===== src/rtl/tri_timer_pkg.sv =====
package tri_timer_pkg;
  localparam int NUM_CH = 3;
  localparam int PRE_W  = 4;
  localparam int DIV_W  = 1 << PRE_W;

  localparam logic [7:0] OFF_CLK  = 8'h00;
  localparam logic [7:0] OFF_CNT  = 8'h0C;
  localparam logic [7:0] OFF_VAL  = 8'h18;
  localparam logic [7:0] OFF_LIM  = 8'h24;
  localparam logic [7:0] OFF_PEND = 8'h54;
  localparam logic [7:0] OFF_IEN  = 8'h60;

  typedef struct packed {
    logic             enable;
    logic             limitMode;
    logic             divOn;
    logic [PRE_W-1:0] divCode;
    logic             extSel;
    logic             cntReset;
    logic             divClear;
    logic             pendRead;
  } chanCtl_t;

  function automatic logic [7:0] chanAddr(logic [7:0] base, int ch);
    return base + 8'(4 * ch);
  endfunction
endpackage


===== src/rtl/tri_timer_ctrl.sv =====
module tri_timer_ctrl
  import tri_timer_pkg::*;
#(
  parameter int CNT_W = 16
) (
  input  logic                              clk,
  input  logic                              rstN,
  input  logic                              busWe,
  input  logic                              busRe,
  input  logic [7:0]                        busAddr,
  input  logic [31:0]                       busWdata,
  output logic [31:0]                       busRdata,
  input  logic [NUM_CH-1:0][CNT_W-1:0]      countVal,
  input  logic [NUM_CH-1:0]                 pendVal,
  output chanCtl_t [NUM_CH-1:0]             chanCtl,
  output logic [NUM_CH-1:0][CNT_W-1:0]      limitVal,
  output logic [NUM_CH-1:0]                 ienVal
);
  localparam logic [5:0] CNT_KEEP  = 6'b10_0011;
  localparam logic [5:0] CNT_RESET = 6'h21;

  logic [NUM_CH-1:0][5:0]       clkReg;
  logic [NUM_CH-1:0][5:0]       cntReg;
  logic [NUM_CH-1:0][CNT_W-1:0] limReg;
  logic [NUM_CH-1:0]            ienReg;

  function automatic logic [31:0] widen(logic [CNT_W-1:0] v);
    logic [31:0] r;
    r = '0;
    r[CNT_W-1:0] = v;
    return r;
  endfunction

  always_ff @(posedge clk) begin
    if (!rstN) begin
      for (int c = 0; c < NUM_CH; c++) begin
        clkReg[c] <= '0;
        cntReg[c] <= CNT_RESET;
        limReg[c] <= '0;
        ienReg[c] <= 1'b0;
      end
    end else if (busWe) begin
      for (int c = 0; c < NUM_CH; c++) begin
        if (busAddr == chanAddr(OFF_CLK, c)) clkReg[c] <= busWdata[5:0];
        if (busAddr == chanAddr(OFF_CNT, c)) cntReg[c] <= busWdata[5:0] & CNT_KEEP;
        if (busAddr == chanAddr(OFF_LIM, c)) limReg[c] <= busWdata[CNT_W-1:0];
        if (busAddr == chanAddr(OFF_IEN, c)) ienReg[c] <= busWdata[0];
      end
    end
  end

  always_comb begin
    for (int c = 0; c < NUM_CH; c++) begin
      chanCtl[c].enable    = ~cntReg[c][0];
      chanCtl[c].limitMode = cntReg[c][1];
      chanCtl[c].divOn     = clkReg[c][0];
      chanCtl[c].divCode   = clkReg[c][PRE_W:1];
      chanCtl[c].extSel    = clkReg[c][5];
      chanCtl[c].cntReset  = busWe && (busAddr == chanAddr(OFF_CNT, c)) && busWdata[4];
      chanCtl[c].divClear  = busWe && (busAddr == chanAddr(OFF_CLK, c));
      chanCtl[c].pendRead  = busRe && (busAddr == chanAddr(OFF_PEND, c));
    end
  end

  always_comb begin
    busRdata = '0;
    for (int c = 0; c < NUM_CH; c++) begin
      if (busAddr == chanAddr(OFF_CLK, c))  busRdata = {26'b0, clkReg[c]};
      if (busAddr == chanAddr(OFF_CNT, c))  busRdata = {26'b0, cntReg[c]};
      if (busAddr == chanAddr(OFF_VAL, c))  busRdata = widen(countVal[c]);
      if (busAddr == chanAddr(OFF_LIM, c))  busRdata = widen(limReg[c]);
      if (busAddr == chanAddr(OFF_PEND, c)) busRdata = {31'b0, pendVal[c]};
      if (busAddr == chanAddr(OFF_IEN, c))  busRdata = {31'b0, ienReg[c]};
    end
  end

  assign limitVal = limReg;
  assign ienVal   = ienReg;
endmodule


===== src/rtl/tri_timer_chan.sv =====
module tri_timer_chan
  import tri_timer_pkg::*;
#(
  parameter int CNT_W = 16
) (
  input  logic             clk,
  input  logic             rstN,
  input  chanCtl_t         ctl,
  input  logic [CNT_W-1:0] limitVal,
  input  logic             extTick,
  output logic [CNT_W-1:0] countVal,
  output logic             pendVal
);
  logic [DIV_W-1:0] divCnt;
  logic [DIV_W-1:0] divLimit;
  logic             srcTick;
  logic             divHit;
  logic             stepTick;
  logic             wrapEvt;

  assign divLimit = DIV_W'((33'd2 << ctl.divCode) - 33'd1);
  assign srcTick  = ctl.extSel ? extTick : 1'b1;
  assign divHit   = srcTick && (divCnt == divLimit);
  assign stepTick = ctl.enable && (ctl.divOn ? divHit : srcTick);
  assign wrapEvt  = stepTick && ctl.limitMode && !ctl.cntReset && (countVal == limitVal);

  always_ff @(posedge clk) begin
    if (!rstN || ctl.cntReset || ctl.divClear) begin
      divCnt <= '0;
    end else if (ctl.divOn && srcTick) begin
      divCnt <= divHit ? '0 : divCnt + 1'b1;
    end
  end

  always_ff @(posedge clk) begin
    if (!rstN || ctl.cntReset) begin
      countVal <= '0;
    end else if (stepTick) begin
      countVal <= wrapEvt ? '0 : countVal + 1'b1;
    end
  end

  always_ff @(posedge clk) begin
    if (!rstN) begin
      pendVal <= 1'b0;
    end else if (wrapEvt) begin
      pendVal <= 1'b1;
    end else if (ctl.pendRead) begin
      pendVal <= 1'b0;
    end
  end
endmodule


===== src/rtl/tri_timer.sv =====
module tri_timer
  import tri_timer_pkg::*;
#(
  parameter int CNT_W = 16
) (
  input  logic              clk,
  input  logic              rstN,
  input  logic              busWe,
  input  logic              busRe,
  input  logic [7:0]        busAddr,
  input  logic [31:0]       busWdata,
  output logic [31:0]       busRdata,
  input  logic              extTick,
  output logic [NUM_CH-1:0] irq
);
  chanCtl_t [NUM_CH-1:0]        chanCtl;
  logic [NUM_CH-1:0][CNT_W-1:0] limitVec;
  logic [NUM_CH-1:0][CNT_W-1:0] countVec;
  logic [NUM_CH-1:0]            pendVec;
  logic [NUM_CH-1:0]            ienVec;
  logic [NUM_CH-1:0]            enableVec;
  logic [NUM_CH-1:0]            modeVec;

  tri_timer_ctrl #(.CNT_W(CNT_W)) ctrl_i (
    .clk      (clk),
    .rstN     (rstN),
    .busWe    (busWe),
    .busRe    (busRe),
    .busAddr  (busAddr),
    .busWdata (busWdata),
    .busRdata (busRdata),
    .countVal (countVec),
    .pendVal  (pendVec),
    .chanCtl  (chanCtl),
    .limitVal (limitVec),
    .ienVal   (ienVec)
  );

  for (genvar c = 0; c < NUM_CH; c++) begin : g_chan
    tri_timer_chan #(.CNT_W(CNT_W)) chan_i (
      .clk      (clk),
      .rstN     (rstN),
      .ctl      (chanCtl[c]),
      .limitVal (limitVec[c]),
      .extTick  (extTick),
      .countVal (countVec[c]),
      .pendVal  (pendVec[c])
    );
    assign enableVec[c] = chanCtl[c].enable;
    assign modeVec[c]   = chanCtl[c].limitMode;
  end

  assign irq = pendVec & ienVec;
endmodule


===== config.mk =====
export PLATFORM = sky130hd
export DESIGN_NAME = tri_timer
export DESIGN_NICKNAME = d
export VERILOG_FILES = /design/src/rtl/tri_timer_pkg.sv /design/src/rtl/tri_timer_ctrl.sv /design/src/rtl/tri_timer_chan.sv /design/src/rtl/tri_timer.sv
export SDC_FILE = /design/constraint.sdc
export NUM_CORES = 1
export LEC_CHECK = 0
export BUFFER_PORTS_ARGS = -buffer_cell sky130_fd_sc_hd__buf_2
export CORE_MARGIN = 2
export CORE_UTILIZATION = 66
export DETAILED_ROUTE_END_ITERATION = 10
export PLACE_DENSITY = 0.86
export SYNTH_ARGS = -nofsm -noshare
export SYNTH_HDL_FRONTEND = slang
export SYNTH_SLANG_ARGS = --single-unit

===== constraint.sdc =====
create_clock -name clk -period 7.15 [get_ports clk]
set_input_delay 1.43 -clock clk [delete_from_list [all_inputs] [get_ports clk]]
set_output_delay 1.43 -clock clk [all_outputs]
set_load 0.05 [all_outputs]

# Yosys cells after proc, flatten, opt, wreduce, memory -nomap -nowiden

Index checks and enable logic that the tools add are counted.

Mux-type cells: 36
Shift operators: 3
Bitwise operators: 4
Reduce and logical (&&, ||, !) cells: 56
Equality and inequality tests: 23
Add/sub/neg operators: 9

Operator list:

| operator                                                               | number |
|---|---|
| 16-bit two-way mux                                                     | 22 |
| 16-bit by 1-bit adder with 16-bit output (second input constant)       | 6 |
| 16-bit equality test                                                   | 6 |
| 8-bit by 7-bit equality test with 1-bit output (second input constant) | 6 |
| 2-bit by 4-bit << shifter with 16-bit output (first input constant)    | 3 |
| 16-bit by 1-bit subtractor with 16-bit output (second input constant)  | 3 |
| 8-bit by 5-bit equality test with 1-bit output (second input constant) | 4 |
| 8-bit by 6-bit equality test with 1-bit output (second input constant) | 4 |
| 1-bit logical AND                                                      | 30 |
| 2-bit AND reduction                                                    | 12 |
| 8-bit by 4-bit equality test with 1-bit output (second input constant) | 2 |
| 1-bit two-way mux                                                      | 12 |
| 6-bit two-way mux                                                      | 2 |
| 8-bit by 3-bit equality test with 1-bit output (second input constant) | 1 |
| 8-bit zero test                                                        | 1 |
| 1-bit logical OR                                                       | 6 |
| 2-bit nonzero test                                                     | 3 |
| 1-bit zero test                                                        | 4 |
| 3-bit bitwise AND                                                      | 1 |
| 1-bit inverter                                                         | 3 |

Output and inout bits: 35
Logic and storage cells: 152
Input bits: 45
Register bits: 177

# Logic depth before layout (Yosys ltp)

Depth in word-level cells: 19
Mapped depth: 15
Gate-level depth less buffers: 11

# Hierarchy

From an unflattened synthesis, not the netlist that was laid out.

Cells, all modules: 1,498
Area total of the unflattened synthesis: 11,678.7 um2

By module, submodules not included:

| module                                | area an instance (um2) | times used | seq. area each (um2) | cells each |
|---|---|---|---|---|
| tri_timer_chan (g_chan[1].chan_i ...) | 2,376.0                | 2          | 660.6                | 308 |
| tri_timer_ctrl                        | 4,453.0                | 1          | 1,561.5              | 567 |
| tri_timer_chan (g_chan[0].chan_i)     | 2,454.9                | 1          | 660.6                | 312 |
| tri_timer                             | 18.8                   | 1          | 0.0                  | 3 |

# Worst setup path before layout

No wires, ideal clock.

Path kind: input port to output port
Start point: input busAddr[1]
End point: output busRdata[0]
Required time: 5.720 ns
Cell stages on the path: 9
Setup slack: 1.741 ns
Buffers on the path: 1
Arrival time: 3.979 ns
Cell sequence: or4b_2 clkbuf_1 nor2_1 a21oi_1 o21ai_0 a32o_1 mux2i_1 a31o_2 a31oi_1

Longest elaborated chain between the ends: 19
Elaborated cells on any way between the ends: 36
Those cells by class: eq/ne: 17; mux: 18; reduce/logical: 1

Ends and longest elaborated chain:

| item                 | RTL line             | source |
|---|---|---|
| start, declared      | tri_timer.sv:10      | `input logic [7:0] busAddr,` |
| 8-bit zero test      | tri_timer_ctrl.sv:68 | `if (busAddr == chanAddr(OFF_CLK, c)) busRdata = {26'b0, clkReg[c]};` |
| 6-bit two-way mux    | tri_timer_ctrl.sv:68 |  |
| 6-bit two-way mux    | tri_timer_ctrl.sv:69 | `if (busAddr == chanAddr(OFF_CNT, c)) busRdata = {26'b0, cntReg[c]};` |
| 16-bit two-way mux   | tri_timer_ctrl.sv:70 | `if (busAddr == chanAddr(OFF_VAL, c)) busRdata = widen(countVal[c]);` |
| 16-bit two-way mux   | tri_timer_ctrl.sv:71 | `if (busAddr == chanAddr(OFF_LIM, c)) busRdata = widen(limReg[c]);` |
| 16-bit two-way mux   | tri_timer_ctrl.sv:72 | `if (busAddr == chanAddr(OFF_PEND, c)) busRdata = {31'b0, pendVal[c]};` |
| 16-bit two-way mux   | tri_timer_ctrl.sv:73 | `if (busAddr == chanAddr(OFF_IEN, c)) busRdata = {31'b0, ienReg[c]};` |
| 16-bit two-way mux   | tri_timer_ctrl.sv:68 |  |
| [3 not listed]       | n/a                  |  |
| 16-bit two-way mux   | tri_timer_ctrl.sv:72 |  |
| 16-bit two-way mux   | tri_timer_ctrl.sv:73 |  |
| 16-bit two-way mux   | tri_timer_ctrl.sv:68 |  |
| 16-bit two-way mux   | tri_timer_ctrl.sv:69 |  |
| 16-bit two-way mux   | tri_timer_ctrl.sv:70 |  |
| 16-bit two-way mux   | tri_timer_ctrl.sv:71 |  |
| 16-bit two-way mux   | tri_timer_ctrl.sv:72 |  |
| 16-bit two-way mux * | tri_timer_ctrl.sv:73 |  |
| end, declared        | tri_timer.sv:12      | `output logic [31:0] busRdata,` |

Mark *: on every way between the ends. The rest lies on a longest branch, timed or not.

# Worst setup path after layout

Start point: input busAddr[4]
End point: output busRdata[0]

The elaborated chain is that of the path after synthesis.

==> results.py <==
metrics = {
    "logic_synthesis": {
        "yosys.cell_types.count": 71,
        "netlist_area_mm2": 0.0106,
        "synthArstFlopShare_pct": 0,
        "synthMostInstantiatedCell": "nand2_1",
        "synthCells": 1377,
        "ys_warn_count": 0,
        "synth_seq_area_share_pct": 33.6,
        "synth_top_cells_by_count": "nand2_1, dfxtp_1, nor2_1, nand3_1, xor2_1",
        "synth_area_leader_cell": "dfxtp_1",
        "synthTopCellsByArea": "dfxtp_1, nand2_1, xor2_1, nor2_1, xnor2_1",
        "synth_seq_cells": 177,
        "synth_top_area_share_pct": 33.6,
        "yosys_most_used_dff": "dfxtp_1",
        "synth_edf_count": 0,
        "avgSynthCellArea_um2": 7.66,
    },
    "clock_tree": {
        "clock_latency_ns": 0.44,
        "cts_tree": "yes",
        "cts_buffer_depth": 2,
        "clock-sinks": 177,
        "post_cts_buffers": 0,
        "cts_resized": 0,
        "hold_buffers": 0,
        "htreeDepth": 4,
        "clockRootBuffer": "clkbuf_16",
        "cts_inserted_buffers": 17,
        "clk_pin_slew_worst_paths_ns": 0.06,
    },
    "grt": {
        "grt_pass1_vias": 9181,
        "grt_max_degree": 87,
        "grtUsageTotal_pct": 34.1,
        "grt_pass1_wl_um": 45900,
        "grt-ovfl-total": 0,
        "antenna_found_initial": 0,
    },
    "placed_design": {
        "placedCellCount": 1562,
        "gp_congestion": 0.933,
        "numPortBuffers": 47,
        "dp_hpwl_um": 19500,
    },
    "timing": {
        "maxSlewHeadroom_pct": 31.5,
        "slew_violations": 0,
        "fin_crit_ns": 5.48,
        "skew_ns": 0.0111,
        "hold_viol_final": 0,
        "period_share_pct": 76.7,
        "rsz0062_at_grt": "false",
        "worst_slew_pin_slew_ns": 1.02,
        "setup_tns_ns": 0,
        "setup_viol": 0,
        "max_freq_ghz": 0.182,
    },
    "drt": {
        "drt_iter0_markers": 1118,
        "drt-wirelength-per-cell_um": 17.9,
        "antenna_left": 0,
        "firstDrtPassIters": 6,
        "vias_per_cell": 6.33,
        "vias": 10100,
        "drt_wl_total_um": 28500,
        "drcViolationCount": 0,
    },
    "die": {
        "die_width_um": 130,
        "die-area_mm2": 0.0170,
        "fp.coreArea_mm2": 0.0158,
        "pin_count": 80,
        "start_util_pct": 66.9,
        "rows": 46,
        "fp.dieH_um": 130,
    },
    "worst_setup_path": {
        "cp_slowest_cell": "or4b_2",
        "critPathMaxFanout": 17,
        "cp.required_ns": 5.72,
        "crit_type": "in -> out",
        "end_kind": "primary output",
        "start_kind": "input pin",
        "crit_chain": "buf_2 -> or4b_2 -> nor2_1 -> buf_4 -> a21oi_1 -> o21ai_0 -> a32o_1 -> mux2i_1 -> a31o_2 -> a31oi_1 -> buf_2",
        "crit_path_frequent_cell": "buf_2",
        "cp.arrival_ns": 4.05,
        "slowest_delay_ns": 0.86,
    },
    "worst_hold_path": {
        "hold_class": "reg -> reg",
    },
    "run": {
        "maxCapViolCount": 0,
    },
    "final_layout": {
        "area_delta_synth_final_pct": 7.22,
        "stdcell_count": 1594,
        "drive_gt1_share_pct": 8.13,
        "diodes": 0,
        "final_nets": 1419,
    },
    "power_and_ir_drop": {
        "peakVddDrop_mv": 0.175,
        "p_leak_uw": 0.00407,
        "powerDensity_mw_per_mm2": 178,
    },
    "outcome": {
        "status": "finished clean",
    },
}
-- layout by cell type (no fill, tap or decap), types with 5 or more instances in the layout --
| master | n |
|---|---|
| nor4_1 | 16 |
| dfxtp_1 | 177 |
| ha_1 | 9 |
| mux2i_1 | 11 |
| a22oi_1 | 39 |
| nand2b_1 | 11 |
| or4_1 | 8 |
| a222oi_1 | 6 |
| conb_1 | 16 |
| clkbuf_16 | 17 |
| a221oi_1 | 7 |
| nor3_1 | 31 |
| or3b_2 | 6 |
| a21oi_1 | 35 |
| nor2b_1 | 12 |
| nand4_1 | 27 |
| nand3_1 | 91 |
| xor2_1 | 79 |
| and3_1 | 12 |
| nand2_1 | 205 |
| a21boi_0 | 71 |
| nor2_1 | 148 |
| xnor2_1 | 61 |
| o211ai_1 | 6 |
| and2_1 | 11 |
| a31oi_1 | 8 |
| o22ai_1 | 6 |
| inv_1 | 26 |
| or4b_2 | 6 |
| buf_2 | 47 |
| or3_1 | 19 |
| buf_4 | 12 |
| o21bai_1 | 5 |
| nor4b_1 | 10 |
| o21ai_0 | 43 |
-- sequential cells by signal, indices dropped and copies added, names as in the netlist --
register / flops
ctrl_i.limitVal: 48
g_chan.chan_i.countVal: 48
g_chan.chan_i.divCnt: 48
ctrl_i.chanCtl: 21
ctrl_i.cntReg: 6
ctrl_i.ienVal: 3
g_chan.chan_i.pendVal: 3
-- metrics by stage --
step                worst slack (ns)  hold slack [ns]  util (%)  area, um^2  power, uW
finish                          1.67            0.481      71.8       11300       2010
global route                    1.53            0.516      71.8       11300       2060
CTS                             1.74            0.481      71.8       11300       2010
detailed placement              1.74            0.465      68.0       10700       1090
global placement                1.76            0.463      68.0       10700       1090
floorplan                       1.74            0.436         -       10600       1070
-- worst max-delay path, delay by kind of cell --
kind	cells	cell delay, ns
and+or+nand+nor	2	1.03
AOI/OAI and AO/OA	5	0.81
buffers and inverters	3	0.70
muxes	1	0.07
-- worst paths after layout --
| path | start | endpoint | slack (ns) | depth (start not counted) |
|---|---|---|---|---|
| min | ctrl_i.cntReg[11]$_SDFFE_PN1P_ | ctrl_i.cntReg[11]$_SDFFE_PN1P_ | 0.48 | 2 |
| max reg2reg | ctrl_i.chanCtl[29]$_SDFFE_PN0P_ | g_chan[2].chan_i.countVal[9]$_SDFFE_PP0N_ | 2.32 | 10 |
| min reg2reg | ctrl_i.cntReg[11]$_SDFFE_PN1P_ | ctrl_i.cntReg[11]$_SDFFE_PN1P_ | 0.48 | 2 |
| max | busAddr[4] | busRdata[0] | 1.67 | 11 |
-- per-layer routing --
layer  global-route usage, %  wire (um)  vias to the layer above  share of wire (%)
met4                    14.9       1100                        0                3.9
met3                    5.90       2500                       98                8.8
li1                        -          -                     4786                  -
met1                    45.4      12000                     4693                 42
met2                    55.0      12900                      509                 45
met5                       0          0                        -                  0
-- power breakdown --
group	leakage, uW	internal (uW)	switching (uW)
Combinational	0.00236	19.1	62.8
Sequential	0.00143	986	1.14
Clock	0.000288	517	426
-- area by class of cell --
| class | instances | area, um^2 |
|---|---|---|
| well taps | 216 | 270 |
| clock buffers | 21 | 470 |
| multi-input cells | 1084 | 6490 |
| repair buffers | 59 | 325 |
| clock inverters | 11 | 118 |
| inverters | 26 | 97.6 |
| flip-flops and latches | 177 | 3540 |
| fillers | 1281 | 4450 |
-- kinds of logic after synthesis --
group / count (synthesis) / share of synthesized area, %
multiplexers: 11 / 1.04
AO/OA/AOI/OAI: 277 / 18.6
AND/OR/NAND/NOR: 631 / 28.6
adder cells (fa/ha/maj): 9 / 1.07
flip-flops: 177 / 33.6
buffers and inverters: 131 / 5.45
XOR/XNOR: 140 / 11.6
other: 1 / 0.0355
(Power assumes the default switching activity.)
